`config.mk`:
```
export PLATFORM = sky130hd
export DESIGN_NAME = fifo_bridge_streamer
export DESIGN_NICKNAME = d
export VERILOG_FILES = /design/src/rtl/fbs_pkg.sv /design/src/rtl/fbs_burst_gen.sv /design/src/rtl/fbs_byte_fifo.sv /design/src/rtl/fbs_tx_writer.sv /design/src/rtl/fbs_status.sv /design/src/rtl/fifo_bridge_streamer.sv
export SDC_FILE = /design/constraint.sdc
export NUM_CORES = 1
export LEC_CHECK = 0
export ABC_AREA = 1
export BUFFER_PORTS_ARGS = -buffer_cell sky130_fd_sc_hd__buf_2
export CAP_MARGIN = 20
export CORE_AREA = 2 2 254 256
export CTS_CLUSTER_DIAMETER = 30
export DETAILED_ROUTE_END_ITERATION = 8
export DIE_AREA = 0 0 256 258
export GPL_TIMING_DRIVEN = 0
export PLACE_DENSITY = 0.56
export SLEW_MARGIN = 20
export SYNTH_ARGS = -nofsm -noshare
export SYNTH_HDL_FRONTEND = slang
export SYNTH_SLANG_ARGS = --single-unit
```
`constraint.sdc`:
```
create_clock -name clk -period 7.39 [get_ports clk]
set_input_delay 0.739 -clock clk [delete_from_list [all_inputs] [get_ports clk]]
set_output_delay 0.739 -clock clk [all_outputs]
set_load 0.01 [all_outputs]
```
`src/rtl/fbs_pkg.sv`:
```
package fbs_pkg;

    localparam int BYTE_W = 8;

    typedef logic [BYTE_W-1:0] byte_t;

    // One produced byte travelling from the burst producer to the buffer
    typedef struct packed {
        logic  valid;
        byte_t data;
    } beat_t;

    // Writer stage: either nothing presented, or a byte held on the bus
    typedef enum logic {
        WR_IDLE = 1'b0,
        WR_HOLD = 1'b1
    } wr_state_e;

    // Requested burst size limited to the supported maximum
    function automatic int unsigned clamp_burst(int unsigned req, int unsigned cap);
        return (req > cap) ? cap : req;
    endfunction

endpackage

```
`src/rtl/fbs_burst_gen.sv`:
```
module fbs_burst_gen
    import fbs_pkg::*;
#(
    parameter int PERIOD_CYCLES = 60,
    parameter int MAX_BURST     = 32,
    parameter int LEN_W         = $clog2(MAX_BURST + 1)
) (
    input  logic             clk,
    input  logic             rst,
    input  logic [LEN_W-1:0] burst_len,
    output beat_t            beat
);
    localparam int CNT_W = $clog2(PERIOD_CYCLES);

    logic [CNT_W-1:0] phase;
    logic [LEN_W-1:0] remain;
    byte_t            seq;

    always_ff @(posedge clk) begin
        if (rst) begin
            phase  <= '0;
            remain <= '0;
            seq    <= '0;
            beat   <= '0;
        end else begin
            phase      <= (phase == CNT_W'(PERIOD_CYCLES - 1)) ? '0 : phase + CNT_W'(1);
            beat.valid <= 1'b0;
            if (phase == '0) begin
                // Burst size is latched once per period
                remain <= LEN_W'(clamp_burst(32'(burst_len), MAX_BURST));
            end else if (remain != '0) begin
                remain     <= remain - LEN_W'(1);
                beat.valid <= 1'b1;
                beat.data  <= seq;
                seq        <= seq + BYTE_W'(1);
            end
        end
    end

endmodule

```
`src/rtl/fbs_byte_fifo.sv`:
```
module fbs_byte_fifo
    import fbs_pkg::*;
#(
    parameter int DEPTH = 64,                 // power of two
    parameter int LVL_W = $clog2(DEPTH + 1)
) (
    input  logic             clk,
    input  logic             rst,
    input  logic             push,
    input  byte_t            push_data,
    input  logic             pop,
    output byte_t            head,
    output logic             empty,
    output logic             full,
    output logic [LVL_W-1:0] level
);
    localparam int AW = $clog2(DEPTH);

    byte_t          mem [DEPTH];
    logic [AW-1:0]  wp;
    logic [AW-1:0]  rp;
    logic           do_push;
    logic           do_pop;

    assign full    = (level == LVL_W'(DEPTH));
    assign empty   = (level == '0);
    assign do_push = push && !full;
    assign do_pop  = pop && !empty;
    assign head    = mem[rp];

    always_ff @(posedge clk) begin
        if (do_push) begin
            mem[wp] <= push_data;
        end
    end

    always_ff @(posedge clk) begin
        if (rst) begin
            wp    <= '0;
            rp    <= '0;
            level <= '0;
        end else begin
            if (do_push) wp <= wp + AW'(1);
            if (do_pop)  rp <= rp + AW'(1);
            unique case ({do_push, do_pop})
                2'b10:   level <= level + LVL_W'(1);
                2'b01:   level <= level - LVL_W'(1);
                default: level <= level;
            endcase
        end
    end

endmodule

```
`src/rtl/fbs_tx_writer.sv`:
```
module fbs_tx_writer
    import fbs_pkg::*;
(
    input  logic  clk,
    input  logic  rst,
    input  logic  space_n,
    input  logic  empty,
    input  byte_t head,
    output logic  pop,
    output logic  wr_n,
    output byte_t wr_data
);
    wr_state_e state;
    logic      accept;
    logic      advance;

    // A write completes only when strobe and space flag are both low
    assign accept  = (state == WR_HOLD) && !space_n;
    assign advance = (state == WR_IDLE) || accept;
    assign pop     = advance && !empty;
    assign wr_n    = (state != WR_HOLD);

    always_ff @(posedge clk) begin
        if (rst) begin
            state   <= WR_IDLE;
            wr_data <= '0;
        end else if (advance) begin
            state <= empty ? WR_IDLE : WR_HOLD;
            if (!empty) begin
                wr_data <= head;
            end
        end
    end

endmodule

```
`src/rtl/fbs_status.sv`:
```
module fbs_status #(
    parameter int DROP_W = 16
) (
    input  logic              clk,
    input  logic              rst,
    input  logic              drop_evt,
    input  logic              space_n,
    input  logic              nospace_clr,
    output logic [DROP_W-1:0] drop_count,
    output logic              nospace_seen
);
    localparam logic [DROP_W-1:0] SAT = '1;

    always_ff @(posedge clk) begin
        if (rst) begin
            drop_count <= '0;
        end else if (drop_evt && (drop_count != SAT)) begin
            drop_count <= drop_count + DROP_W'(1);
        end
    end

    // Setting wins over clearing so a concurrent no-space report is kept
    always_ff @(posedge clk) begin
        if (rst) begin
            nospace_seen <= 1'b0;
        end else if (space_n) begin
            nospace_seen <= 1'b1;
        end else if (nospace_clr) begin
            nospace_seen <= 1'b0;
        end
    end

endmodule

```
`src/rtl/fifo_bridge_streamer.sv`:
```
module fifo_bridge_streamer
    import fbs_pkg::*;
#(
    parameter int PERIOD_CYCLES = 60,
    parameter int MAX_BURST     = 32,
    parameter int BUF_DEPTH     = 64,
    parameter int DROP_W        = 16,
    localparam int LEN_W        = $clog2(MAX_BURST + 1),
    localparam int LVL_W        = $clog2(BUF_DEPTH + 1)
) (
    input  logic              clk,
    input  logic              rst,
    input  logic [LEN_W-1:0]  burst_len,
    input  logic              space_n,
    input  logic              nospace_clr,
    output logic              wr_n,
    output logic [7:0]        wr_data,
    output logic              nospace_seen,
    output logic [DROP_W-1:0] drop_count
);
    beat_t            beat;
    byte_t            head;
    logic             buf_empty;
    logic             buf_full;
    logic             pop;
    logic [LVL_W-1:0] fifo_level;

    fbs_burst_gen #(
        .PERIOD_CYCLES (PERIOD_CYCLES),
        .MAX_BURST     (MAX_BURST),
        .LEN_W         (LEN_W)
    ) u_gen (
        .clk       (clk),
        .rst       (rst),
        .burst_len (burst_len),
        .beat      (beat)
    );

    fbs_byte_fifo #(
        .DEPTH (BUF_DEPTH),
        .LVL_W (LVL_W)
    ) u_buf (
        .clk       (clk),
        .rst       (rst),
        .push      (beat.valid),
        .push_data (beat.data),
        .pop       (pop),
        .head      (head),
        .empty     (buf_empty),
        .full      (buf_full),
        .level     (fifo_level)
    );

    fbs_tx_writer u_wr (
        .clk     (clk),
        .rst     (rst),
        .space_n (space_n),
        .empty   (buf_empty),
        .head    (head),
        .pop     (pop),
        .wr_n    (wr_n),
        .wr_data (wr_data)
    );

    fbs_status #(
        .DROP_W (DROP_W)
    ) u_stat (
        .clk          (clk),
        .rst          (rst),
        .drop_evt     (beat.valid && buf_full),
        .space_n      (space_n),
        .nospace_clr  (nospace_clr),
        .drop_count   (drop_count),
        .nospace_seen (nospace_seen)
    );

endmodule

```
==> out/metrics.yaml, run 1 <==
run_status:
  outcome: "complete, no violations"
cells_and_area:
  postLayoutCoreUtil_pct: 48.77
  final_cell_mix: "nand2_1 (720), edfxtp_1 (512), nand3_1 (303)"
  final_common_cell: "nand2_1"
  diodes: 0
  stdcell_count: 3629
  layout-drive-gt1-share_pct: 12.87
  area_delta_synth_final_pct: 23.18
  nets: 2693
power_and_ir_drop:
  switching_share_pct: 32.14
  p_int_mw: 8.466
  p_sw_mw: 4.010
  combPwrFrac_pct: 22.5
  irDropWorstVdd_mv: 0.2150
  p_per_area_mw_per_mm2: 401.9
  clockPowerShare_pct: 45.7
  p_leak_nw: 12.36
  p_seq_share_pct: 31.8
grt:
  grt_antenna_before_repair: 4
  grt_max_degree: 66
  grt_pass1_vias: 18060
  grt_usage_pct: 23.81
  gr-total-overflow: 0
  grt_pass1_wl_um: 114700
floorplan:
  rows: 93
  core-area_mm2: 0.06365
  die-area_mm2: 0.06605
  die_h_um: 258
  pin_count: 36
  start_util_pct: 39.59
  die_w_um: 256
hold_path:
  min_from: "space_n"
  hold_path_class: "input pin to flop"
worst_setup_path:
  worst_path_most_repeated_cell: "inv_1"
  cp.arrival_ns: 4.29
  path_max_fanout: 10
  cp.required_ns: 7.99
  critPathKind: "flop to flop"
  r2r-start: "u_buf.level[1]"
  crit_start: "u_buf.level[1]"
  endpoint_kind: "flop"
  slowest_stage: "nor2_1"
  cp_slowest_stage_delay_ns: 0.80
  crit_path_start_kind: "flop"
  path_cells: "inv_1 > nand4_1 > nor3_1 > nor2_1 > buf_2 > ha_1 > inv_1 > fa_1 > inv_1 > nand4_1 > nand3_1 > a21oi_1 > o21ai_0 > nand2_1 > nand2_1 > nor2_1"
clock_tree:
  clk_pin_slew_ns: 0.04
  cts_made_buffers: 135
  cts_tree: "yes"
  clock-root-buffer: "clkbuf_16"
  clk_path_buf_depth: 3
  cts_resized: 0
  clock-sinks: 586
  htree_levels: 4
  cts_setup_buffers: 0
  cts_hold_buf: 0
  clk_latency_ns: 0.71
sta:
  period_needed_ns: 3.689
  finalClockSkew_ns: 0.02887
  final.setup.tns_ns: 0
  rsz0062_at_grt: "no"
  max-slew-margin-rel_pct: 25.18
  setup_slack_ns: 3.701
  hold_viol: 0
  hold_slack_ns: 0.3034
  timing.final.crit_share_pct: 49.91
  setup_viol: 0
  fmax_mhz: 271.1
  maxSlewViolCount: 0
  worst_slew_pin_slew_ns: 1.118
synth:
  synth-adder-area-share_pct: 0.7250
  yosys.area_share.xor_xnor_pct: 0.6952
  synth_compound_area_share_pct: 3.620
  yosys.area_share.simple_pct: 21.90
  ys_seq_elements: 586
  synth_cell_types: 39
  yosysWarnings: 0
  synthesis.nets: 2513
  yosysSeqAreaShare_pct: 66.90
  synth_top_family_by_area: "simple AND/OR/NAND/NOR gates"
  netlist_area_mm2: 0.02520
  postSynthCellCount: 2489
  muxShareOfSynthArea_pct: 0
  syn_area_per_cell_um2: 10.12
placement:
  place_ws_ns: 3.509
  port_buffers: 35
  place_hpwl_um: 52620
  placed_cells: 3387
  gp_congestion: 0.9295
detailed_routing:
  drc: 0
  first_iter_violations: 1881
  antenna_left: 0
  vias: 18870
  post_drt_wl_per_cell_um: 21.76
  drt-vias-per-instance: 5.200
  first_pass_iters: 6
  wl_um: 78950
run:
  max-cap-violations: 0
per-layer routing:
metal  share of wire (%)  wire (um)  global-route usage, %
met2                  47      37080                  38.42
met1                  41      32680                  31.27
met5               0.030         24                      0
met4                 3.0       2349                  9.097
met3                 8.6       6820                  5.634
synth_stat cells (all sizes together):
library cell	number	area share (%)
xnor2	4	0.14
edfxtp	512	61
a21oi	83	1.6
o21bai	1	0.030
nand4	16	0.42
a211oi	1	0.030
a31oi	2	0.050
nor3b	3	0.089
or2	2	0.050
o21a	3	0.089
nor4	3	0.099
buf	95	2.3
dfxtp	74	5.9
nand3	303	6.0
a22oi	1	0.030
nor3	16	0.36
and3	1	0.025
o21ai	86	1.7
fa	1	0.079
ha	13	0.65
o41ai	1	0.035
inv	233	3.5
nand3b	2	0.060
clkinv	4	0.060
nand2	721	11
clkbuf	22	0.33
nor2	270	4.0
xor2	16	0.56
area by class of cell:
type                            instances  area (um^2)
Inverter                              237        892.1
Timing Repair Buffer                   43        360.3
Fill cell                            5800        32610
Sequential cell                       586        16890
Tap cell                              855         1070
Multi-Input combinational cell       1549         6804
Clock buffer                          164         3561
Clock inverter                         78        805.8
Buffer                                117        660.6
critical path: cells and delay by family, from the launching register on:
family	cells	cell delay, ns
and+or+nand+nor	8	1.45
buffers and inverters	4	0.73
AOI/OAI and AO/OA	2	0.19
adders and majority gates	2	0.82
DFF	1	0.35
final timing paths:
| kind | slack, ns | to | cells after the start |
|---|---|---|---|
| setup / recovery | 3.70 | u_buf.level[6] | 16 |
| hold / removal | 0.30 | u_stat.nospace_seen | 3 |
| setup reg to reg | 3.70 | u_buf.level[6] | 16 |
| hold reg to reg | 0.44 | u_gen.phase[0] | 1 |
cells by family (layout without fill, tap and decap cells):
| group | Yosys count | in the layout |
|---|---|---|
| xor+xnor | 20 | 20 |
| flops | 586 | 586 |
| fa+ha+maj | 14 | 14 |
| buf+inv | 354 | 639 |
| simple gates | 1337 | 1337 |
| compound gates | 178 | 178 |
through the flow:
| step | total power [mW] | cell area, um^2 |
|---|---|---|
| floorplan | 5.620 | 25200 |
| global placement | 6.708 | 26440 |
| detailed placement | 6.763 | 26670 |
| CTS | 12.47 | 31030 |
| global route | 12.93 | 31040 |
| finish | 12.48 | 31040 |
power by group through the flow:
stage	Sequential, mW	Clock, mW	Combinational, mW
2_1_floorplan	4.04	0	1.58
3_3_place_gp	4.19	0	2.52
3_5_place_dp	4.03	0	2.74
4_1_cts	3.97	5.74	2.76
5_1_grt	3.98	5.93	3.02
6_report	3.97	5.70	2.80
registers in the layout, indices dropped and copies added, names as in the netlist, 6 cells and up:
register	count
u_buf.mem	512
u_gen.beat	9
u_buf.level	7
u_stat.drop_count	16
u_gen.remain	6
u_gen.phase	6
u_buf.rp	6
u_wr.wr_data	8
u_gen.seq	8
u_buf.wp	6
(Power assumes the default switching activity.)
==> inputs of run 2 (changes only) <==
==> constraint.sdc (replaced) <==
create_clock -name clk -period 3.5 [get_ports clk]
set_input_delay 0.35 -clock clk [delete_from_list [all_inputs] [get_ports clk]]
set_output_delay 0.35 -clock clk [all_outputs]
set_load 0.01 [all_outputs]
==> out/metrics.yaml, run 2 (same netlist as run 1, synthesis figures left out) <==
sta:
  timing.final.crit_share_pct: 96.10
  hold_viol: 0
  setup_slack_ns: 0.1365
  fmax_mhz: 297.3
  worst_slew_pin_slew_ns: 1.122
  max-slew-margin-rel_pct: 25.20
  setup_viol: 0
  period_needed_ns: 3.363
  finalClockSkew_ns: 0.03086
  final.setup.tns_ns: 0
  maxSlewViolCount: 0
  rsz0062_at_grt: "no"
grt:
  grt_usage_pct: 23.83
  grt_pass1_vias: 18150
  grt_pass1_wl_um: 114900
  grt_max_degree: 66
  grt_antenna_before_repair: 4
  gr-total-overflow: 0
cells_and_area:
  largest_reg_flops: 512
  reg_top3: "u_buf.mem: 512 flops, u_stat.drop_count: 16 flops, u_gen.beat: 9 flops"
  diodes: 0
  fill_cells: 5790
  postLayoutCoreUtil_pct: 48.90
  nets: 2700
  final_cell_mix: "nand2_1 (720), edfxtp_1 (512), nand3_1 (303)"
  final_common_cell: "nand2_1"
  top_register: "u_buf.mem"
  layout-drive-gt1-share_pct: 12.94
  area_delta_synth_final_pct: 23.51
clock_tree:
  clk_pin_slew_ns: 0.04
  clock-root-buffer: "clkbuf_16"
  cts_tree: "yes"
  cts_made_buffers: 135
  clk_latency_ns: 0.71
  htree_levels: 4
  clock-sinks: 586
  clk_path_buf_depth: 3
run:
  max-cap-violations: 0
detailed_routing:
  top_layer_used: "met5"
  route.met3.wl_um: 6558
  drt-vias-per-instance: 5.183
  first_pass_iters: 6
  drt-met1-wl_um: 32820
  wl_um: 78930
  antenna_left: 0
  drc: 0
  wl_met2_um: 37010
  vias: 18850
  first_iter_violations: 1842
  post_drt_wl_per_cell_um: 21.71
run_status:
  outcome: "complete, no violations"
worst_setup_path:
  cp.arrival_ns: 3.67
  cp.depth: 7
  crit_family: "simple AND/OR/NAND/NOR gates"
  cp.required_ns: 3.80
  reg2regPathDepth: 7
  crit_path_start_kind: "flop"
  path_cells: "inv_1 > nand4_1 > nor3_1 > nor2_1 > buf_4 > nand4_1 > nor2_1"
  endpoint_kind: "flop"
  path_max_fanout: 10
  critPathKind: "flop to flop"
  slowest_stage: "nor2_1"
  cp_slowest_stage_delay_ns: 1.03
  critical_path_buf_inv_count: 2
placement:
  place_hpwl_um: 52620
  port_buffers: 35
  gp_congestion: 0.9295
  place_ws_ns: -0.06057
floorplan:
  die-area_mm2: 0.06605
  rows: 93
  core-area_mm2: 0.06365
  die_w_um: 256
  pin_count: 36
  start_util_pct: 39.59
  die_h_um: 258
power_and_ir_drop:
  irDropWorstVdd_mv: 0.4503
  p_leak_nw: 12.39
  p_per_area_mw_per_mm2: 846.4
hold_path:
  hold_depth: 5
  hold_path_class: "input pin to flop"
-- run 2: routing by layer --
metal,GRT usage [%],up-vias
li1,-,8747
met1,31.13,9104
met2,38.32,843
met3,5.722,148
met4,9.633,4
met5,0,-
-- run 2: worst reg2reg max path, cell delays in order, from the launching register on --
cell,delay (ns)
dfxtp_1,0.35
inv_1,0.09
nand4_1,0.19
nor3_1,0.10
nor2_1,0.25
buf_4,0.23
nand4_1,0.71
nor2_1,1.04
-- run 2: power by group --
part | switching (mW) | internal, mW
Sequential | 0.257 | 8.12
Clock | 3.91 | 8.13
Combinational | 4.30 | 1.62
Total | 8.46 | 17.9
-- run 2: final cells by class --
class	instances	area, um^2	share of cell area [%]
clock inverters	78	805.8	2.589
well taps	855	1070	3.437
inverters	237	892.1	2.866
flip-flops and latches	586	16890	54.26
repair buffers	50	430.4	1.383
clock buffers	164	3561	11.44
plain buffers	117	660.6	2.123
multi-input cells	1549	6817	21.90
-- run 2: repair_timing --
item                                    in CTS  in global routing
buffers inserted                             0                  0
resized for setup                            2                  3
hold buffers                                 7                  0
endpoints found under the setup margin      11                 18
hold endpoints to repair                     7                  0
-- run 2: worst paths after layout --
check	start	slack, ns	to
worst max register to register	u_buf.level[1]	0.14	u_buf.mem[38][5]
worst min register to register	u_gen.phase[0]	0.44	u_gen.phase[0]
worst max-delay path	u_buf.level[1]	0.14	u_buf.mem[38][5]
worst min-delay path	burst_len[0]	0.05	u_gen.remain[0]
-- run 2: metrics by stage --
stage | area (um^2) | cells | total power, mW | hold slack (ns)
global placement | 26440 | 3379 | 14.16 | 0.4321
floorplan | 25200 | 2489 | 11.87 | 0.4173
global route | 31120 | 3636 | 27.31 | 0.05804
detailed placement | 26670 | 3387 | 14.28 | 0.4359
finish | 31120 | 3636 | 26.34 | 0.04938
CTS | 31110 | 3636 | 26.33 | 0.01096
==> inputs of run 3 (changes only) <==
--- a/config.mk
+++ b/config.mk
@@ -8,13 +8,14 @@
 export ABC_AREA = 1
 export BUFFER_PORTS_ARGS = -buffer_cell sky130_fd_sc_hd__buf_2
 export CAP_MARGIN = 20
-export CORE_AREA = 2 2 254 256
+export CORE_AREA = 2 2 255 257
 export CTS_CLUSTER_DIAMETER = 30
 export DETAILED_ROUTE_END_ITERATION = 8
-export DIE_AREA = 0 0 256 258
+export DIE_AREA = 0 0 257 259
 export GPL_TIMING_DRIVEN = 0
-export PLACE_DENSITY = 0.56
+export PLACE_DENSITY = 0.55
 export SLEW_MARGIN = 20
 export SYNTH_ARGS = -nofsm -noshare
 export SYNTH_HDL_FRONTEND = slang
+export SYNTH_HIERARCHICAL = 1
 export SYNTH_SLANG_ARGS = --single-unit
==> out/metrics.yaml, run 3 <==
run_status:
  outcome: "complete, no violations"
floorplan:
  core-area_mm2: 0.06388
  pin_count: 36
  start_util_pct: 39.50
  die_w_um: 257
  die_h_um: 259
  rows: 93
  die-area_mm2: 0.06656
power_and_ir_drop:
  combPwrFrac_pct: 26.1
  p_seq_share_pct: 32.0
  p_per_area_mw_per_mm2: 863.0
  p_leak_nw: 11.77
  p_sw_mw: 8.886
  irDropWorstVdd_mv: 0.5465
  clockPowerShare_pct: 41.9
  p_int_mw: 17.74
  power_mw: 26.62
  switching_share_pct: 33.38
worst_setup_path:
  slowest_stage: "nor3_2"
  endpoint_kind: "flop"
  path_cells: "inv_1 > nand4_2 > nor3_2 > a21oi_1 > inv_1 > nor2_1 > buf_2 > ha_1 > buf_4 > xnor2_1 > inv_1 > ha_1 > o21bai_1 > nand2_1 > nand2_1 > xor2_1 > o21ai_0 > inv_1"
  worst_path_most_repeated_cell: "inv_1"
  cp.arrival_ns: 3.75
  critPathKind: "flop to flop"
  path_max_fanout: 11
  r2r-start: "u_buf/level[3]"
  reg2reg_slack_ns: 0.29
  crit_path_start_kind: "flop"
  reg2reg_to: "u_buf/level[4]"
  cp_slowest_stage_delay_ns: 0.39
  crit_start: "u_buf/level[3]"
  worstSetupEndpoint: "u_buf/level[4]"
  cp.required_ns: 4.04
  reg2regPathDepth: 18
cells_and_area:
  multi_input_area_mm2: 0.007036
  stdcell_area_mm2: 0.03085
  diodes: 0
  top_register: "u_buf/mem"
  layout-drive-gt1-share_pct: 14.73
  fill_cells: 5787
  postLayoutCoreUtil_pct: 48.29
  area_delta_synth_final_pct: 22.28
  reg_top3: "u_buf/mem: 512 flops, u_stat/drop_count: 16 flops, u_gen/beat: 9 flops"
  nets: 2580
  final_cell_mix: "nand2_1 (783), edfxtp_1 (512), nand3_1 (484)"
  largest_reg_flops: 512
  stdcell_count: 3517
  regArea_mm2: 0.01701
  final_common_cell: "nand2_1"
placement:
  place_hpwl_um: 49660
  place_ws_ns: 0.2316
  port_buffers: 35
  placed_cells: 3283
  dpl_cell_area_mm2: 0.02669
  gp_congestion: 0.9445
sta:
  timing.final.crit_share_pct: 91.66
  setup_slack_ns: 0.2920
  worst_slew_pin_slew_ns: 1.109
  setup_viol: 0
  final.setup.tns_ns: 0
  finalClockSkew_ns: 0.02981
  fmax_mhz: 311.7
  max-slew-margin-rel_pct: 25.78
  period_needed_ns: 3.208
  rsz0062_at_grt: "no"
  hold_slack_ns: 0.4661
  maxSlewViolCount: 0
  hold_viol: 0
detailed_routing:
  drc: 0
  post_drt_wl_per_cell_um: 20.69
  first_iter_violations: 1640
  antenna_left: 0
  wl_um: 72770
  drt-vias-per-instance: 5.235
  vias: 18410
  first_pass_iters: 6
clock_tree:
  cts_resized: 0
  clk_pin_slew_ns: 0.05
  cts_made_buffers: 117
  cts_tree: "yes"
  clk_path_buf_depth: 3
  clock-sinks: 592
  htree_levels: 3
  clock-root-buffer: "clkbuf_16"
  clk_latency_ns: 0.67
  cts_setup_buffers: 0
grt:
  grt_max_degree: 56
  grt_usage_pct: 21.94
  gr-total-overflow: 0
  grt_pass1_wl_um: 109500
  grt_pass1_vias: 17940
  grt_antenna_before_repair: 0
hold_path:
  hold_path_class: "flop to flop"
synth:
  synth_commonest_cells: "nand2_1 (783), edfxtp_1 (512), nand3_1 (484)"
  synth_top_area_share_pct: 60.94
  ys_seq_elements: 592
  async_flop_share_pct: 0
  netlist_top_cells_area: "edfxtp_1 (61%), nand2_1 (12%), nand3_1 (9.6%)"
  synth_edf_count: 512
  yosysSeqAreaShare_pct: 67.28
  synth_ff_type: "edfxtp_1"
  syn_area_per_cell_um2: 10.58
  postSynthCellCount: 2384
  yosysTopAreaCell: "edfxtp_1"
  synthMostInstantiatedCell: "nand2_1"
  yosysWarnings: 6
  netlist_area_mm2: 0.02523
  synthesis.nets: 2405
  synth_cell_types: 41
run:
  max-cap-violations: 0
==> run 3: changes by cell type after synthesis, moves of 9 or more <==
cell	before	now
nand2_1	720	783
buf_6	13	29
buf_2	60	46
o21ai_0	78	22
a21oi_1	83	57
nand3_2	0	9
buf_4	13	22
clkbuf_1	22	12
nor3_1	14	5
inv_1	226	88
nor2_1	269	146
xor2_1	16	6
nand3_1	303	484
==> run 3: area by class of cell <==
type,count,share of cell area (%)
flip-flops and latches,592,55.12
inverters,96,1.188
multi-input cells,1573,22.80
clock buffers,133,9.916
repair buffers,56,1.549
plain buffers,123,2.794
well taps,855,3.468
clock inverters,89,3.155
==> run 3: layer usage <==
metal  part of all wire (%)  GRT usage, %  routed length (um)  vias to the layer above
met2                     48         35.93               34640                      690
met3                    7.3         4.189                5305                      113
met1                     42         29.02               30860                     9002
met5                      0             0                   0                        -
met4                    2.7         8.269                1964                        0
li1                       -             -                   -                     8605
==> run 3: worst min path at each step <==
stage,from,endpoint,slack [ns],cells past startpoint
detailed placement,u_gen/phase[0],u_gen/phase[0],0.46,1
global placement,u_gen/phase[0],u_gen/phase[0],0.45,1
finish,u_gen/phase[0],u_gen/phase[0],0.47,1
global route,u_gen/phase[0],u_gen/phase[0],0.48,1
floorplan,rst,u_stat/drop_count[8],0.42,1
CTS,u_gen/phase[0],u_gen/phase[0],0.47,1
==> run 3: logic make-up (layout without fill, tap and decap cells) <==
group	Yosys count	after routing	share of synthesized area [%]
xor gates and xnor gates	12	12	0.4166
DFF	592	592	67.28
and+or+nand+nor	1464	1464	25.11
AOI/OAI and AO/OA	86	86	1.775
buffers and inverters	219	497	4.870
adders and majority gates	11	11	0.5455
==> run 3: power by group through the flow <==
stage	clock (mW)	sequential, mW	combinational (mW)
2_1_floorplan	0	8.68	4.25
3_3_place_gp	0	9.03	6.35
3_5_place_dp	0	8.67	6.85
4_1_cts	11.3	8.54	6.89
5_1_grt	11.7	8.57	7.59
6_report	11.2	8.53	6.94
==> run 3: what timing repair did <==
item | CTS | global route
setup endpoints to repair | 0 | 0
hold buffers | 12 | 0
endpoints found under the hold margin | 9 | 0
==> run 3: critical path, delay by kind of cell, from the launching register on <==
kind,cells,cell delay (ns)
and+or+nand+nor,5,0.81
adders and majority gates,2,0.37
xor gates and xnor gates,2,0.39
AOI/OAI and AO/OA,3,0.50
buffers and inverters,6,0.72
DFF,1,0.30
